<file path="config.mk">
export PLATFORM = sky130hd
export DESIGN_NAME = irq_flag_unit
export DESIGN_NICKNAME = d
export VERILOG_FILES = /design/src/rtl/irq_pkg.sv /design/src/rtl/irq_edge_sync.sv /design/src/rtl/irq_port_ctl.sv /design/src/rtl/irq_flag_bank.sv /design/src/rtl/irq_flag_unit.sv
export SDC_FILE = /design/constraint.sdc
export NUM_CORES = 1
export LEC_CHECK = 0
export CORE_ASPECT_RATIO = 1.75
export CORE_MARGIN = 5
export CORE_UTILIZATION = 50
export DETAILED_ROUTE_END_ITERATION = 8
export GPL_ROUTABILITY_DRIVEN = 0
export PLACE_DENSITY = 0.78
export SLEW_MARGIN = 5
export SYNTH_ARGS = -nofsm -noshare
export SYNTH_HDL_FRONTEND = slang
export SYNTH_SLANG_ARGS = --single-unit
</file>
<file path="constraint.sdc">
create_clock -name clk -period 1.32 [get_ports clk]
set_clock_uncertainty 0.05 [all_clocks]
set_input_delay 0.264 -clock clk [delete_from_list [all_inputs] [get_ports clk]]
set_output_delay 0.264 -clock clk [all_outputs]
set_load 0.005 [all_outputs]
</file>
<file path="src/rtl/irq_pkg.sv">
// Package: shared widths, register addresses and flag bit positions for the
// interrupt flag/enable unit. Assumes a 7-source flag set plus a status bit.
package irq_pkg;
    localparam int REG_W  = 8;
    localparam int FLAG_W = REG_W - 1;
    localparam int ADDR_W = 4;
    localparam int NLINES = 4;

    localparam logic [ADDR_W-1:0] ADDR_CTRL = 4'hC;
    localparam logic [ADDR_W-1:0] ADDR_FLAG = 4'hD;
    localparam logic [ADDR_W-1:0] ADDR_EN   = 4'hE;

    // Flag bit positions (software decodes these)
    localparam int BIT_A2  = 0;
    localparam int BIT_A1  = 1;
    localparam int BIT_SH  = 2;
    localparam int BIT_B2  = 3;
    localparam int BIT_B1  = 4;
    localparam int BIT_T2  = 5;
    localparam int BIT_T1  = 6;
endpackage

</file>
<file path="src/rtl/irq_edge_sync.sv">
// Module: two-flop synchronizer plus edge detector for N asynchronous lines.
// Assumes lines idle high; all stages reset to 1 so reset shows no edge.
module irq_edge_sync #(
    parameter int NLINES = 4
) (
    input  logic              clk,
    input  logic              rst_n,
    input  logic [NLINES-1:0] lines,
    output logic [NLINES-1:0] rise,
    output logic [NLINES-1:0] fall
);
    logic [NLINES-1:0] stg1_q, stg2_q, prev_q;

    // Synchronize and keep one cycle of history per line
    always_ff @(posedge clk) begin
        if (!rst_n) begin
            stg1_q <= '1;
            stg2_q <= '1;
            prev_q <= '1;
        end else begin
            stg1_q <= lines;
            stg2_q <= stg1_q;
            prev_q <= stg2_q;
        end
    end

    // Per-line edge decode
    for (genvar i = 0; i < NLINES; i++) begin : g_edge
        assign rise[i] = stg2_q[i] & ~prev_q[i];
        assign fall[i] = ~stg2_q[i] & prev_q[i];
    end
endmodule

</file>
<file path="src/rtl/irq_port_ctl.sv">
// Module: decodes one control nibble into edge events and access clears for
// a port's two control lines. Assumes nibble bit 0 = first-line polarity,
// bits 3:1 = second-line mode (bit 3 output, bit 2 polarity, bit 1 independent).
module irq_port_ctl (
    input  logic [3:0] nib,
    input  logic       rise1,
    input  logic       fall1,
    input  logic       rise2,
    input  logic       fall2,
    input  logic       touch,
    output logic       evt1,
    output logic       evt2,
    output logic       clr1,
    output logic       clr2
);
    logic indep;

    // Event selection and access-clear rules for the line pair
    always_comb begin
        indep = ~nib[3] & nib[1];
        evt1  = nib[0] ? rise1 : fall1;
        evt2  = ~nib[3] & (nib[2] ? rise2 : fall2);
        clr1  = touch;
        clr2  = touch & ~indep;
    end
endmodule

</file>
<file path="src/rtl/irq_flag_bank.sv">
// Module: flag register with per-bit set and clear vectors; set wins.
module irq_flag_bank #(
    parameter int FLAG_W = 7
) (
    input  logic              clk,
    input  logic              rst_n,
    input  logic [FLAG_W-1:0] set_vec,
    input  logic [FLAG_W-1:0] clr_vec,
    output logic [FLAG_W-1:0] flags
);
    // Clear first, then OR in new events so a same-cycle event survives
    always_ff @(posedge clk) begin
        if (!rst_n) flags <= '0;
        else        flags <= (flags & ~clr_vec) | set_vec;
    end
endmodule

</file>
<file path="src/rtl/irq_flag_unit.sv">
// Module: top of the interrupt flag/enable unit. Holds control and enable
// registers, merges events into the flag bank and drives irq.
// Assumes reg_rdata is read combinationally from reg_addr.
module irq_flag_unit
    import irq_pkg::*;
(
    input  logic              clk,
    input  logic              rst_n,
    input  logic [ADDR_W-1:0] reg_addr,
    input  logic              reg_wr,
    input  logic [REG_W-1:0]  reg_wdata,
    output logic [REG_W-1:0]  reg_rdata,
    input  logic              port_a_touch,
    input  logic              port_b_touch,
    input  logic              a_ctl1,
    input  logic              a_ctl2,
    input  logic              b_ctl1,
    input  logic              b_ctl2,
    input  logic              tmr1_pulse,
    input  logic              tmr2_pulse,
    input  logic              shift_pulse,
    output logic              irq
);
    localparam int NPORTS = NLINES / 2;

    logic [REG_W-1:0]  ctrl_q;
    logic [FLAG_W-1:0] en_q;
    logic [FLAG_W-1:0] flag_q;
    logic [FLAG_W-1:0] set_vec, clr_vec;
    logic [NLINES-1:0] rise, fall;
    logic [NPORTS-1:0] p_evt1, p_evt2, p_clr1, p_clr2;
    logic [NPORTS-1:0] touch;

    assign touch = {port_b_touch, port_a_touch};

    irq_edge_sync #(.NLINES(NLINES)) u_sync (
        .clk  (clk),
        .rst_n(rst_n),
        .lines({b_ctl2, b_ctl1, a_ctl2, a_ctl1}),
        .rise (rise),
        .fall (fall)
    );

    for (genvar p = 0; p < NPORTS; p++) begin : g_port
        irq_port_ctl u_ctl (
            .nib  (ctrl_q[4*p +: 4]),
            .rise1(rise[2*p]),
            .fall1(fall[2*p]),
            .rise2(rise[2*p+1]),
            .fall2(fall[2*p+1]),
            .touch(touch[p]),
            .evt1 (p_evt1[p]),
            .evt2 (p_evt2[p]),
            .clr1 (p_clr1[p]),
            .clr2 (p_clr2[p])
        );
    end

    // Control and enable registers
    always_ff @(posedge clk) begin
        if (!rst_n) begin
            ctrl_q <= '0;
            en_q   <= '0;
        end else if (reg_wr) begin
            if (reg_addr == ADDR_CTRL) ctrl_q <= reg_wdata;
            if (reg_addr == ADDR_EN) begin
                if (reg_wdata[REG_W-1]) en_q <= en_q | reg_wdata[FLAG_W-1:0];
                else                    en_q <= en_q & ~reg_wdata[FLAG_W-1:0];
            end
        end
    end

    // Gather per-bit set and clear requests
    always_comb begin
        set_vec         = '0;
        set_vec[BIT_A1] = p_evt1[0];
        set_vec[BIT_A2] = p_evt2[0];
        set_vec[BIT_B1] = p_evt1[1];
        set_vec[BIT_B2] = p_evt2[1];
        set_vec[BIT_SH] = shift_pulse;
        set_vec[BIT_T2] = tmr2_pulse;
        set_vec[BIT_T1] = tmr1_pulse;

        clr_vec = (reg_wr && reg_addr == ADDR_FLAG) ? reg_wdata[FLAG_W-1:0] : '0;
        clr_vec[BIT_A1] = clr_vec[BIT_A1] | p_clr1[0];
        clr_vec[BIT_A2] = clr_vec[BIT_A2] | p_clr2[0];
        clr_vec[BIT_B1] = clr_vec[BIT_B1] | p_clr1[1];
        clr_vec[BIT_B2] = clr_vec[BIT_B2] | p_clr2[1];
    end

    irq_flag_bank #(.FLAG_W(FLAG_W)) u_flags (
        .clk    (clk),
        .rst_n  (rst_n),
        .set_vec(set_vec),
        .clr_vec(clr_vec),
        .flags  (flag_q)
    );

    // Combined request
    assign irq = |(flag_q & en_q);

    // Register read mux
    always_comb begin
        unique case (reg_addr)
            ADDR_CTRL: reg_rdata = ctrl_q;
            ADDR_FLAG: reg_rdata = {irq, flag_q};
            ADDR_EN:   reg_rdata = {1'b1, en_q};
            default:   reg_rdata = '0;
        endcase
    end
endmodule

</file>
# ---- Word level (Yosys, flattened, before mapping)
# Cells that the tools add are included.
dict set report op_classes {
  n_eq_ne 3
  mux 7
  bitwise_logic 37
  n_reduce_logical 4
}
# op n
set ops {}
lappend ops {{$pmux 8 s3} 1}
lappend ops {{$and 7x7->7} 3}
lappend ops {{$and 1x1->1} 14}
lappend ops {{$mux 7} 2}
lappend ops {{$not 7->7} 2}
lappend ops {{$or 7x7->7} 2}
lappend ops {{$eq 4x4->1 const B} 3}
lappend ops {{$not 1->1} 12}
lappend ops {{$reduce_or 7->1} 1}
lappend ops {{$mux 1} 4}
lappend ops {{$or 1x1->1} 4}
lappend ops {{$reduce_and 2->1} 2}
lappend ops {{$logic_and 1x1->1} 1}
dict set report totals {
  ff_bits 34
  out_inout_bits 9
}

# ---- Logic depth before layout (Yosys ltp)
dict set report logic_depth {
  ltp_word 8
  depth_mapped 5
  depth_no_buf 3
}

# ---- Modules after synthesis
# A second synthesis with hierarchy kept.
dict set report hier_totals {
  hier_cells 175
  area_unflattened_um2 1664.1
}
# mod instances cells_per_inst area_each_um2 seq_area_each_um2
set by_module_without_submodules {}
lappend by_module_without_submodules {irq_flag_unit 1 109 943.4 300.3}
lappend by_module_without_submodules {irq_edge_sync 1 33 389.1 240.2}
lappend by_module_without_submodules {irq_flag_bank 1 21 236.5 140.1}
lappend by_module_without_submodules {irq_port_ctl 2 6 47.5 0.0}

# ---- Least setup slack after synthesis
# OpenSTA, ideal clock, no wires.
dict set report synth_path {
  path_kind {reg-to-output}
  from {register u_flags.flags[3]}
  to {output port reg_rdata[7]}
  t_arrival_ns 0.886
  t_required_ns 1.006
  slack_ns 0.120
  stages_incl_launch_ff 4
  path_buffers 0
  path_cell_list {dfxtp_1 > a222oi_1 > and4_1 > o41ai_1}
}
dict set report synth_between {
  elab_chain_len 3
}
# element line_no
set synth_lines {}
lappend synth_lines {{start, declared} irq_flag_bank.sv:9} ;# output logic [FLAG_W-1:0] flags
lappend synth_lines {{start signal, assigned} irq_flag_bank.sv:14} ;# else flags <= (flags & ~clr_vec) | set_vec;
lappend synth_lines {{$and 7x7->7} irq_flag_unit.sv:100} ;# assign irq = |(flag_q & en_q);
lappend synth_lines {{$reduce_or 7->1} irq_flag_unit.sv:100}
lappend synth_lines {{$pmux 8 s3} irq_flag_unit.sv:104} ;# unique case (reg_addr)
lappend synth_lines {{end, declared} irq_flag_unit.sv:12} ;# output logic [REG_W-1:0] reg_rdata,
# Every way passes these cells.

==> Flow_metrics.wiki <==
{| class="wikitable"
! Metric !! Value
|-
| Run status || complete, but fails checks
|-
| Violated checks || negative setup slack
|-
| Number of inserted filler cells in the final layout || 208
|-
| Mean instance size in the synthesized netlist || 9.00 um^2
|-
| Sequential element share of the synthesized area || 42.2%
|-
| Hold EP || u_sync.stg2_q[1]
|-
| Die W || 52.9 um
|-
| Share of cells above drive strength 1 || 33.5%
|-
| Setup-failing EPs final || 9
|-
| Total length of routed wires || 5300 um
|-
| DRC || 0
|-
| Buffer levels on the longest clock path || 2
|-
| Final non-filler cell area || 2460 um^2
|-
| Number of standard cells after synthesis || 179
|-
| DRT Pass-1 Iters || 6
|-
| Gr usage total || 24.5%
|-
| Classification of the worst-slack hold path || reg -> reg
|-
| Max Clock Freq || 0.506 GHz
|-
| Cell type with the highest aggregate area in the netlist || sky130_fd_sc_hd__dfxtp_1
|-
| Worst hold path startpoint || u_sync.stg1_q[1]
|-
| Antenna diode count || 0
|-
| Vertical die dimension || 85.1 um
|-
| CP top delay family || compound AO/OA/AOI/OAI gates
|-
| Number of antenna violations at the first check in global routing || 0
|-
| Clock Tree Root || sky130_fd_sc_hd__clkbuf_8
|-
| Number of synthesis warnings || 0
|-
| Met1 track demand over resource in global routing || 23.0%
|-
| Busiest metal layer after global routing || met2
|-
| GR Util met3 || 5.98%
|-
| Slowest cell on the critical path || sky130_fd_sc_hd__a222oi_1
|-
| Floorplan die area || 4500 um^2
|-
| RSZ-0062 raised after global routing || yes
|-
| Actual transition at the worst max-transition pin || 0.420 ns
|-
| Category of the critical setup timing path || reg -> out
|-
| Area of the core region || 3140 um^2
|-
| Worst R2R End || u_flags.flags[4]
|-
| Final number of max-transition violations || 0
|-
| Leakage dissipation || 1.03 nW
|-
| Maximum Capacitance Violations || 0
|-
| CP required || 1.01 ns
|-
| Worst Path Max Fanout || 2
|-
| Worst-Skew Late Latency || 0.28 ns
|-
| Clock-pin slew of the registers on the worst-case setup and hold paths || 0.07 ns
|-
| Via count of the first global-routing pass || 1801
|-
| Sequential Area || 691 um^2
|-
| Maximum level of the CTS H-tree || 2
|-
| DP HPWL || 3730 um
|-
| Syn-to-layout area delta || 52.5%
|-
| Power per Cell Area || 881 nW/um^2
|-
| CTS Sinks || 34
|-
| Global-route wire length before repair || 8190 um
|-
| Worst supply voltage drop on vdd || 0.000876 V
|-
| Port buffer count || 32
|-
| Number of synthesized register bits || 34
|-
| Number of buffers created by CTS || 5
|-
| Proportion of netlist area held by the largest area contributor || 42.2%
|-
| R2r worst-path depth || 3
|-
| R2R setup slack || 0.22 ns
|-
| Total nets after synthesis || 203
|-
| Count of routing violations after the opening detailed-route iteration || 65
|-
| Final worst-path cycle share || 150%
|-
| Effective utilization at floorplan || 51.3%
|-
| Final-stage net count || 275
|-
| Standard-cell rows || 27
|-
| Dpl ws || -0.918 ns
|-
| Main area contributors after synthesis || sky130_fd_sc_hd__dfxtp_1, sky130_fd_sc_hd__mux2i_1, sky130_fd_sc_hd__nand2b_1
|-
| Via density per instance || 5.84
|-
| Number of routed nets with antenna violations || 0
|-
| Max-Slew Margin vs Limit || 72.0%
|-
| Area of the multi-input gates || 911 um^2
|-
| Final worst slack || -0.655 ns
|-
| Detailed-route wire length per cell || 18.0 um
|-
| Count of buffering cells on the critical path with inverters included || 2
|-
| Critical Path AT || 1.66 ns
|-
| Met2 Resource Use GR || 43.4%
|-
| CTS tree || yes
|-
| Sum of negative setup slack || -2.73 ns
|-
| Kind of end point of the critical path || output pin
|-
| Total global routing overflow || 0
|-
| Count of distinct cell types in the synthesized netlist || 34
|-
| Highest cell delay on the worst timing path || 0.44 ns
|-
| I/O pins || 33
|-
| DR vias || 1717
|-
| Critical path startpoint category || flop
|-
| Fin. Hold Viols || 0
|-
| Largest net degree at the start of global routing || 23
|-
| Post-synthesis instance area || 1610 um^2
|-
| Cell-by-cell trace of the critical path || a222oi_1 > and4_1 > buf_4 > o41ai_1 > buf_2
|-
| Standard cell area after detailed placement || 2270 um^2
|-
| Final critical path time including I/O delays and setup || 1.98 ns
|-
| Launching point of the worst reg2reg path || ctrl_q[4]
|-
| Number of instances on the worst hold path || 1
|}
-- how the worst max path moves through the flow --
| stage | startpoint | end | slack [ns] | cells after the start |
|---|---|---|---|---|
| detailed placement | reg_addr[0] | reg_rdata[0] | -0.92 | 6 |
| CTS | flop | reg_rdata[7] | -0.62 | 5 |
| finish | flop | reg_rdata[7] | -0.66 | 5 |
| floorplan | u_flags.flags[3] | reg_rdata[7] | 0.12 | 3 |
| global placement | reg_addr[0] | reg_rdata[5] | -0.85 | 6 |
| global route | flop | reg_rdata[7] | -0.71 | 5 |
-- through the flow --
step | hold WS (ns) | power, mW | utilization, % | instances
finish | 0.374 | 2.17 | 78.2 | 294
global route | 0.400 | 2.25 | 78.2 | 294
CTS | 0.380 | 2.15 | 76.1 | 293
detailed placement | 0.352 | 1.42 | 72.4 | 284
global placement | 0.345 | 1.41 | 72.4 | 284
floorplan | 0.315 | 1.22 | - | 179
-- layout make-up --
| type | instances | share of cell area [%] |
|---|---|---|
| Clock buffer | 6 | 2.95 |
| Clock inverter | 1 | 0.305 |
| Timing Repair Buffer | 76 | 28.0 |
| Tap cell | 43 | 2.19 |
| Inverter | 9 | 1.37 |
| Sequential cell | 34 | 28.1 |
| Multi-Input combinational cell | 125 | 37.1 |
-- what timing repair did --
| action | in CTS | in global routing |
|---|---|---|
| buffers inserted | 3 | 4 |
| resized for setup | 66 | 17 |
| hold buffers | 0 | 0 |
| endpoints found under the setup margin | 31 | 15 |
| pin swaps | 14 | 8 |
-- synth_stat cells --
cell / instances
sky130_fd_sc_hd__dfxtp_1: 34
sky130_fd_sc_hd__nand2b_1: 17
sky130_fd_sc_hd__nand3_1: 16
sky130_fd_sc_hd__nand2_1: 15
sky130_fd_sc_hd__mux2i_1: 14
sky130_fd_sc_hd__o21ai_0: 12
sky130_fd_sc_hd__inv_1: 9
sky130_fd_sc_hd__a21boi_1: 8
sky130_fd_sc_hd__a2bb2oi_1: 7
sky130_fd_sc_hd__nor2_1: 7
sky130_fd_sc_hd__clkbuf_1: 4
sky130_fd_sc_hd__a31oi_1: 3
sky130_fd_sc_hd__and3b_1: 3
sky130_fd_sc_hd__a21oi_1: 2
sky130_fd_sc_hd__a311oi_1: 2
sky130_fd_sc_hd__a32o_1: 2
sky130_fd_sc_hd__buf_2: 2
sky130_fd_sc_hd__buf_4: 2
sky130_fd_sc_hd__nor2b_1: 2
sky130_fd_sc_hd__nor3b_1: 2
sky130_fd_sc_hd__o22ai_1: 2
sky130_fd_sc_hd__o31a_1: 2
sky130_fd_sc_hd__a222oi_1: 1
sky130_fd_sc_hd__a22oi_1: 1
sky130_fd_sc_hd__and2_1: 1
sky130_fd_sc_hd__and4_1: 1
sky130_fd_sc_hd__and4b_1: 1
sky130_fd_sc_hd__buf_1: 1
sky130_fd_sc_hd__buf_6: 1
sky130_fd_sc_hd__buf_8: 1
sky130_fd_sc_hd__nand3_4: 1
sky130_fd_sc_hd__nand3b_1: 1
sky130_fd_sc_hd__nor3_2: 1
sky130_fd_sc_hd__o41ai_1: 1
-- routing by layer --
| layer | up-vias | wire length [um] |
|---|---|---|
| met5 | - | 0 |
| met4 | 0 | 257 |
| met3 | 28 | 264 |
| met2 | 78 | 2940 |
| met1 | 836 | 1850 |
| li1 | 775 | - |
-- layout by cell type (no fill, tap or decap), types with 3 or more instances in the layout --
cell,n
sky130_fd_sc_hd__nand3_1,16
sky130_fd_sc_hd__and3b_1,3
sky130_fd_sc_hd__clkdlybuf4s50_1,18
sky130_fd_sc_hd__dfxtp_2,8
sky130_fd_sc_hd__buf_6,10
sky130_fd_sc_hd__a2bb2oi_2,4
sky130_fd_sc_hd__o21ai_0,12
sky130_fd_sc_hd__nand2_1,14
sky130_fd_sc_hd__buf_12,4
sky130_fd_sc_hd__a2bb2oi_1,3
sky130_fd_sc_hd__nor2_1,5
sky130_fd_sc_hd__buf_2,9
sky130_fd_sc_hd__inv_1,9
sky130_fd_sc_hd__nand2b_1,16
sky130_fd_sc_hd__mux2i_1,10
sky130_fd_sc_hd__buf_4,30
sky130_fd_sc_hd__mux2i_4,3
sky130_fd_sc_hd__dfxtp_1,26
sky130_fd_sc_hd__clkbuf_8,5
sky130_fd_sc_hd__a31oi_1,3
sky130_fd_sc_hd__a21boi_1,8
-- cells by family after synthesis --
group	after synthesis	share of synthesized area [%]
AND/OR/NAND/NOR	68	23.8
flip-flops	34	42.2
buffers and inverters	20	6.44
AO/OA/AOI/OAI	43	18.9
multiplexers	14	8.70
-- report_power, final --
| part | total [mW] | internal (mW) | switching [mW] |
|---|---|---|---|
| Sequential | 1.08 | 1.06 | 0.0181 |
| Clock | 0.716 | 0.361 | 0.355 |
| Combinational | 0.372 | 0.210 | 0.162 |
(Power assumes the default switching activity.)
